--- config.mk ---
export PLATFORM = sky130hd
export DESIGN_NAME = fp_minmax
export DESIGN_NICKNAME = d
export VERILOG_FILES = /design/src/rtl/fp_minmax.sv
export SDC_FILE = /design/constraint.sdc
export NUM_CORES = 1
export LEC_CHECK = 0
export BUFFER_PORTS_ARGS = -buffer_cell sky130_fd_sc_hd__buf_2
export CORE_MARGIN = 3
export CORE_UTILIZATION = 50
export CTS_CLUSTER_DIAMETER = 60
export DETAILED_ROUTE_END_ITERATION = 12
export GPL_ROUTABILITY_DRIVEN = 0
export GPL_TIMING_DRIVEN = 0
export PLACE_DENSITY = 0.93
export SKIP_LAST_GASP = 1
export SLEW_MARGIN = 30
export SYNTH_ARGS = -nofsm -noshare
export SYNTH_HDL_FRONTEND = slang
export SYNTH_SLANG_ARGS = --single-unit
export TNS_END_PERCENT = 1
--- constraint.sdc ---
create_clock -name clk -period 3.7 [get_ports clk]
set_input_delay 0.555 -clock clk [delete_from_list [all_inputs] [get_ports clk]]
set_output_delay 0.555 -clock clk [all_outputs]
set_load 0.005 [all_outputs]
--- src/rtl/fp_minmax.sv ---
module fp_minmax #(
  parameter int DW   = 64,
  parameter int SW   = 32,
  parameter int DEXP = 11,
  parameter int SEXP = 8
) (
  input  logic          clk,
  input  logic          rst_n,
  input  logic          in_valid,
  input  logic [DW-1:0] a,
  input  logic [DW-1:0] b,
  input  logic          op_max,
  input  logic          dbl,
  input  logic          clear_sticky,
  output logic          out_valid,
  output logic [DW-1:0] result,
  output logic          invalid,
  output logic          sticky_invalid
);
  localparam int DFR = DW - 1 - DEXP;
  localparam int SFR = SW - 1 - SEXP;

  function automatic logic [DW-1:0] canon(input logic [DW-1:0] x, input logic d);
    return d ? x : {{(DW-SW){1'b0}}, x[SW-1:0]};
  endfunction

  function automatic logic is_nan(input logic [DW-1:0] x, input logic d);
    return d ? (&x[DW-2:DFR] && |x[DFR-1:0]) : (&x[SW-2:SFR] && |x[SFR-1:0]);
  endfunction

  function automatic logic is_quiet(input logic [DW-1:0] x, input logic d);
    return d ? x[DFR-1] : x[SFR-1];
  endfunction

  logic [DW-1:0] ca, cb, pick, dnan, res_d;
  logic          sa, sb, na, nb, sna, snb, a_lt_b, b_lt_a, inv_d;

  assign ca   = canon(a, dbl);
  assign cb   = canon(b, dbl);
  assign sa   = dbl ? a[DW-1] : a[SW-1];
  assign sb   = dbl ? b[DW-1] : b[SW-1];
  assign na   = is_nan(a, dbl);
  assign nb   = is_nan(b, dbl);
  assign sna  = na && !is_quiet(a, dbl);
  assign snb  = nb && !is_quiet(b, dbl);
  assign dnan = canon('1, dbl);

  always_comb begin
    logic [DW-2:0] ma, mb;
    ma = dbl ? a[DW-2:0] : {{(DW-SW){1'b0}}, a[SW-2:0]};
    mb = dbl ? b[DW-2:0] : {{(DW-SW){1'b0}}, b[SW-2:0]};
    if (sa != sb) begin
      a_lt_b = sa;
      b_lt_a = sb;
    end else if (sa) begin
      a_lt_b = ma > mb;
      b_lt_a = mb > ma;
    end else begin
      a_lt_b = ma < mb;
      b_lt_a = mb < ma;
    end
  end

  assign pick  = op_max ? (b_lt_a ? ca : cb) : (a_lt_b ? ca : cb);
  assign res_d = (na && nb) ? dnan : na ? cb : nb ? ca : pick;
  assign inv_d = sna || snb;

  always_ff @(posedge clk) begin
    if (!rst_n) begin
      out_valid      <= 1'b0;
      invalid        <= 1'b0;
      result         <= '0;
      sticky_invalid <= 1'b0;
    end else begin
      out_valid <= in_valid;
      invalid   <= in_valid && inv_d;
      if (in_valid) result <= res_d;
      if (clear_sticky) sticky_invalid <= 1'b0;
      else if (out_valid && invalid) sticky_invalid <= 1'b1;
    end
  end
endmodule


==> impl_metrics.csv, run 1 <==
group,metric,value,unit
clock_network,cts.reportedPaths.clkPinSlew,0.08,ns
cells_and_area,antenna-diode-count,0,
drt,vias,6603,
global_route,number_of_global_route_vias_before_repair,6370,
synthesis,yosys_most_used_dff,"sky130_fd_sc_hd__dfxtp_1",
synthesis,syn-instance-count,706,
drt,route.final.wire_length,18800,um
min_path,hold_path_class,"input pin to flip-flop",
worst_setup_path,critical_path_buffers_and_inverters,5,
timing,finalHoldViolations,0,
min_path,hold_start,"clear_sticky",
power,cellPowerDensity,349,nW/um^2
floorplanning,placeable_core_region,9910,um^2
place,postPlaceCellArea,6340,um^2
worst_setup_path,worstPathCellList,"buf_2 -> clkbuf_4 -> clkbuf_2 -> and2_1 -> ha_1 -> a21oi_1 -> o21ai_0 -> a221oi_1 -> o211ai_1 -> a21oi_1 -> o211ai_4 -> a211o_1 -> buf_2 -> clkbuf_2 -> nand3_1 -> a31oi_1",
cells_and_area,top_library_cells_by_usage_in_the_layout_fill_and_taps_aside,"209 x sky130_fd_sc_hd__buf_2, 136 x sky130_fd_sc_hd__o21ai_0, 74 x sky130_fd_sc_hd__nand3_1, 67 x sky130_fd_sc_hd__dfxtp_1, 64 x sky130_fd_sc_hd__a31oi_1",
synthesis,yosysWarnings,0,
worst_setup_path,worstSetupPathType,"input pin to flip-flop",
power,cellLeakagePower,0.00311,uW
clock_network,tritoncts_num_sinks,67,
global_route,grt_first_pass_wirelength,29900,um
global_route,grtUsageTotal,31.7,%
synthesis,ys_seq_elements,67,
floorplanning,io_pins,201,
synthesis,yosys.cell_types.count,39,
synthesis,async_reset_ff_share,0,%
clock_network,root_buffer_cell,"sky130_fd_sc_hd__clkbuf_8",
timing,setup_tns,0,ns
worst_setup_path,critical_path.reg2reg.startpoint,"result[63]$_SDFFE_PN0P_",
timing,relSlewSlack,35.9,%
drt,antenna_violating_nets_post_route,0,
drt,routed_wire_length_per_instance,17.8,um
floorplanning,placementRows,36,
timing,period_needed,3.48,ns
drt,post-route-drc-count,0,
worst_setup_path,worst_path_dominant_cell_family,"compound AO/OA/AOI/OAI gates",
timing,worst_clock_skew,0.000253,ns
clock_network,cts-htree-levels,3,
worst_setup_path,crit_path_max_fanout,10,
synthesis,yosysSeqAreaShare,25.9,%
timing,timing_worst_slew_pin_value,0.953,ns
worst_setup_path,critPathSlowestCell,"sky130_fd_sc_hd__a221oi_1",
place,port-buffer-count,199,
worst_setup_path,timing.critical_path.arrival,3.69,ns
worst_setup_path,cp_slowest_stage_delay,0.32,ns
drt,route.detailed.vias_per_inst,6.25,
timing,setup_repair_after_global_routing_missed_its_margin,"yes",
cells_and_area,area_growth_syn_to_layout,27.8,%
global_route,grt.overflow.total,0,
floorplanning,die_x,108,um
floorplanning,die_y,108,um
place,detailed_place_hpwl,14700,um
clock_network,cts-buffers-inserted,9,
worst_setup_path,crit_path_start,"dbl",
worst_setup_path,timing.critical_path.from_type,"input pin",
cells_and_area,nNetsFinal,1115,
clock_network,clockBufferDepth,2,
cells_and_area,finalInstanceArea,6620,um^2
drt,dr.pass1.iters,7,
cells_and_area,layout-drive-gt1-share,26.9,%
worst_setup_path,crit_required,3.90,ns
power,vdd_ir_drop_max,0.194,mV
run_status,status,"complete, no violations",
cells_and_area,filler_cell_count,902,
synthesis,total_nets_after_synthesis,903,
flow_run,max_capacitance_violation_count,0,
synthesis,synth-edff-count,0,
global_route,antenna_found_initial,0,
worst_setup_path,critPathCaptureType,"flip-flop",
synthesis,syn_avg_cell_area,7.33,um^2
clock_network,worstSkewPairLatency,0.34,ns
cells_and_area,mostFrequentLayoutCell,"sky130_fd_sc_hd__buf_2",
timing,report.final.setup_viol,0,
timing,slew_violations,0,
clock_network,cts_tree,"yes",
drt,drtIter0Drc,578,
timing,timing.fmax,287,MHz
floorplanning,die_area,11600,um^2
floorplanning,initial_utilization,52.2,%
synthesis,synth_area,5180,um^2
timing,period_utilization,94.2,%
global_route,grt_start_max_net_pins,12,
-- power by group --
group          total (uW)  internal (uW)  leakage (uW)  switching (uW)
Sequential            813            783      0.000554            29.7
Clock                 726            416      0.000113             310
Combinational         772            307       0.00244             465
Total                2310           1510       0.00311             804
-- worst paths after layout --
check	cells past startpoint	slack (ns)	to
max	16	0.22	result[33]$_SDFFE_PN0P_
min	2	0.37	sticky_invalid$_SDFFE_PP0P_
max reg2reg	2	2.94	result[63]$_SDFFE_PN0P_
min reg2reg	2	0.53	result[20]$_SDFFE_PN0P_
-- cell families after synthesis --
| logic type | share of synthesized area, % |
|---|---|
| AOI/OAI and AO/OA | 28.1 |
| buffers and inverters | 6.57 |
| xor gates and xnor gates | 0.338 |
| adders and majority gates | 15.2 |
| muxes | 0.387 |
| and+or+nand+nor | 23.4 |
| DFF | 25.9 |
-- final cells by class --
cell class | instances | area [um^2] | area share (%)
plain buffers | 52 | 231 | 3.50
repair buffers | 201 | 1010 | 15.3
flip-flops and latches | 67 | 1340 | 20.3
inverters | 34 | 128 | 1.93
multi-input cells | 553 | 3510 | 53.1
well taps | 133 | 166 | 2.51
clock inverters | 4 | 72.6 | 1.10
clock buffers | 12 | 155 | 2.34
-- Yosys cell counts (10+ instances only) --
| library cell | instances | area, um^2 |
|---|---|---|
| sky130_fd_sc_hd__a21oi_1 | 25 | 125 |
| sky130_fd_sc_hd__ha_1 | 63 | 788 |
| sky130_fd_sc_hd__nor2_1 | 10 | 37.5 |
| sky130_fd_sc_hd__dfxtp_1 | 67 | 1340 |
| sky130_fd_sc_hd__o21ai_0 | 136 | 681 |
| sky130_fd_sc_hd__buf_1 | 10 | 37.5 |
| sky130_fd_sc_hd__nor4_1 | 24 | 150 |
| sky130_fd_sc_hd__nand2_1 | 54 | 203 |
| sky130_fd_sc_hd__inv_1 | 34 | 128 |
| sky130_fd_sc_hd__clkbuf_1 | 28 | 105 |
| sky130_fd_sc_hd__nand4_1 | 22 | 138 |
| sky130_fd_sc_hd__a31oi_1 | 64 | 400 |
| sky130_fd_sc_hd__nand3_1 | 74 | 370 |
| sky130_fd_sc_hd__and2_1 | 33 | 206 |
-- per-stage QoR --
step | power [uW] | setup WS [ns] | std cells | util, % | hold slack, ns
after floorplan | 1260 | 0.519 | 706 | - | 0.503
after global placement | 1550 | -0.359 | 1038 | 64.0 | 0.503
after detailed placement | 1570 | -0.438 | 1038 | 64.0 | 0.519
after CTS | 2290 | -0.0228 | 1056 | 66.4 | 0.374
after global routing | 2440 | -0.0273 | 1056 | 66.8 | 0.374
final | 2310 | 0.216 | 1056 | 66.8 | 0.370
-- what timing repair did --
item | 4_1_cts | 5_1_grt
pin swaps | 1 | 0
hold buffers | 0 | 0
resized for setup | 2 | 20
setup buffers | 2 | 0
setup endpoints to repair | 41 | 64
-- state kept, by name (all words and copies together) (netlist names) --
register / count
invalid: 1
result: 64
out_valid: 1
sticky_invalid: 1
-- metal layers --
layer,global-route usage (%),wire length [um],up-vias
li1,-,-,3072
met1,39.7,7410,2997
met2,52.5,8700,466
met3,6.36,1990,68
met4,13.8,706,0
met5,0,0,-
Note: power is estimated with default switching activity, not from simulation.
==> run 2: changes to the inputs <==
==> constraint.sdc (replaced) <==
create_clock -name clk -period 3.25 [get_ports clk]
set_input_delay 0.4875 -clock clk [delete_from_list [all_inputs] [get_ports clk]]
set_output_delay 0.4875 -clock clk [all_outputs]
set_load 0.005 [all_outputs]
==> impl_metrics.csv, run 2 (same netlist as run 1, synthesis figures left out) <==
group,metric,value,unit
timing,timing_worst_slew_pin_value,0.932,ns
drt,met3_wirelength,2030,um
timing,period_utilization,95.2,%
clock_network,worstSkewPairLatency,0.34,ns
cells_and_area,largest-register,"result",
timing,period_needed,3.09,ns
floorplanning,placementRows,36,
global_route,grt_first_pass_wirelength,29800,um
worst_setup_path,critPathSlowestCell,"sky130_fd_sc_hd__o211ai_4",
timing,timing.fmax,323,MHz
clock_network,root_buffer_cell,"sky130_fd_sc_hd__clkbuf_8",
cells_and_area,flip_flop_count_of_the_largest_register_all_copies_and_words_added,64,
cells_and_area,layout-drive-gt1-share,27.8,%
floorplanning,die_y,108,um
global_route,number_of_global_route_vias_before_repair,6347,
floorplanning,io_pins,201,
timing,slew_violations,0,
floorplanning,die_x,108,um
power,vdd_ir_drop_max,0.228,mV
drt,vias,6568,
drt,routed_wire_length_per_instance,17.9,um
drt,met2_length,8740,um
worst_setup_path,critPathCaptureType,"flip-flop",
worst_setup_path,cp_slowest_stage_delay,0.32,ns
global_route,antenna_found_initial,0,
timing,relSlewSlack,37.3,%
worst_setup_path,worst_path_dominant_cell_family,"simple AND/OR/NAND/NOR gates",
power,total_power_of_the_final_layout,2650,uW
floorplanning,initial_utilization,52.2,%
cells_and_area,area_growth_syn_to_layout,29.2,%
cells_and_area,antenna-diode-count,0,
clock_network,cts-htree-levels,3,
place,detailed_place_hpwl,14700,um
clock_network,cts-buffers-inserted,9,
clock_network,holdBufCountCts,0,
cells_and_area,mostFrequentLayoutCell,"sky130_fd_sc_hd__buf_2",
place,pre_cts_slack,-0.820,ns
flow_run,max_capacitance_violation_count,0,
cells_and_area,nNetsFinal,1116,
drt,m1WireLength,7490,um
clock_network,cts.reportedPaths.clkPinSlew,0.08,ns
cells_and_area,top_library_cells_by_usage_in_the_layout_fill_and_taps_aside,"207 x sky130_fd_sc_hd__buf_2, 136 x sky130_fd_sc_hd__o21ai_0, 74 x sky130_fd_sc_hd__nand3_1, 67 x sky130_fd_sc_hd__dfxtp_1, 64 x sky130_fd_sc_hd__a31oi_1",
floorplanning,placeable_core_region,9910,um^2
global_route,grtUsageTotal,31.6,%
worst_setup_path,crit_path_max_fanout,13,
timing,setup_repair_after_global_routing_missed_its_margin,"yes",
drt,route.final.wire_length,18900,um
worst_setup_path,worstPathCellList,"clkbuf_4 -> buf_2 -> and2_1 -> ha_1 -> and4_1 -> nand3_1 -> nor2_2 -> and3_2 -> nand2_1 -> o211ai_4 -> a211o_1 -> buf_4 -> buf_4 -> nand3_1 -> a31oi_1",
worst_setup_path,worstSetupPathType,"input pin to flip-flop",
drt,maxUsedRoutingLayer,"met4",
floorplanning,die_area,11600,um^2
drt,antenna_violating_nets_post_route,0,
timing,worst_clock_skew,0.000427,ns
min_path,min_delay_path_depth,2,
timing,finalHoldViolations,0,
clock_network,clockBufferDepth,2,
timing,report.final.setup_viol,0,
worst_setup_path,critical_path_buffers_and_inverters,4,
worst_setup_path,timing.reg2reg.worst_path_depth,2,
power,cellPowerDensity,397,nW/um^2
drt,route.detailed.vias_per_inst,6.21,
run_status,status,"complete, no violations",
drt,post-route-drc-count,0,
place,port-buffer-count,199,
worst_setup_path,timing.critical_path.arrival,3.35,ns
min_path,hold_path_class,"input pin to flip-flop",
drt,dr.pass1.iters,6,
clock_network,cts_tree,"yes",
worst_setup_path,timing.critical_path.from_type,"input pin",
power,cellLeakagePower,0.00314,uW
global_route,grt_start_max_net_pins,14,
timing,worst_slack,0.157,ns
clock_network,tritoncts_num_sinks,67,
drt,drtIter0Drc,544,
global_route,grt.overflow.total,0,
worst_setup_path,crit_required,3.51,ns
worst_setup_path,worstSetupPathDepth,15,
-- run 2: changes by cell type in the layout (fill, tap and decap cells not counted), sizes merged --
cell	previous run	this run
buf	212	220
clkbuf	53	46
-- run 2: final cells by class --
type / instances / area, um^2
Fill cell: 888 / 3220
Timing Repair Buffer: 203 / 1030
Clock buffer: 12 / 155
Multi-Input combinational cell: 553 / 3530
Tap cell: 133 / 166
Sequential cell: 67 / 1340
Inverter: 34 / 128
Buffer: 51 / 265
Clock inverter: 4 / 72.6
-- run 2: through the flow --
stage / instances / util (%) / hold slack (ns) / instance area, um^2 / setup TNS [ns]
3_3_place_gp: 1038 / 64.0 / 0.503 / 6340 / -42.83
6_report: 1057 / 67.5 / 0.309 / 6690 / 0
3_5_place_dp: 1038 / 64.0 / 0.519 / 6340 / -46.83
4_1_cts: 1055 / 66.9 / 0.306 / 6630 / 0
2_1_floorplan: 706 / - / 0.503 / 5180 / 0
5_1_grt: 1057 / 67.5 / 0.307 / 6690 / -0.0654
-- run 2: worst paths after layout --
path | startpoint | slack, ns | to
max | dbl | 0.16 | result[33]$_SDFFE_PN0P_
min | clear_sticky | 0.31 | sticky_invalid$_SDFFE_PP0P_
max reg2reg | result[63]$_SDFFE_PN0P_ | 2.49 | result[63]$_SDFFE_PN0P_
min reg2reg | result[56]$_SDFFE_PN0P_ | 0.53 | result[56]$_SDFFE_PN0P_
-- run 2: what timing repair did --
item	CTS	global route
setup buffers	2	2
pin swaps	1	8
setup endpoints to repair	64	60
resized for setup	25	28
-- run 2: power breakdown --
group / internal (uW) / total (uW) / switching (uW)
Clock: 474 / 822 / 348
Sequential: 892 / 926 / 34.2
Combinational: 372 / 906 / 534
-- run 2: metal layers --
layer  vias up  track usage [%]
li1       3079                -
met1      2981             39.7
met2       449             52.5
met3        59             6.42
met4         0             13.0
met5         -                0
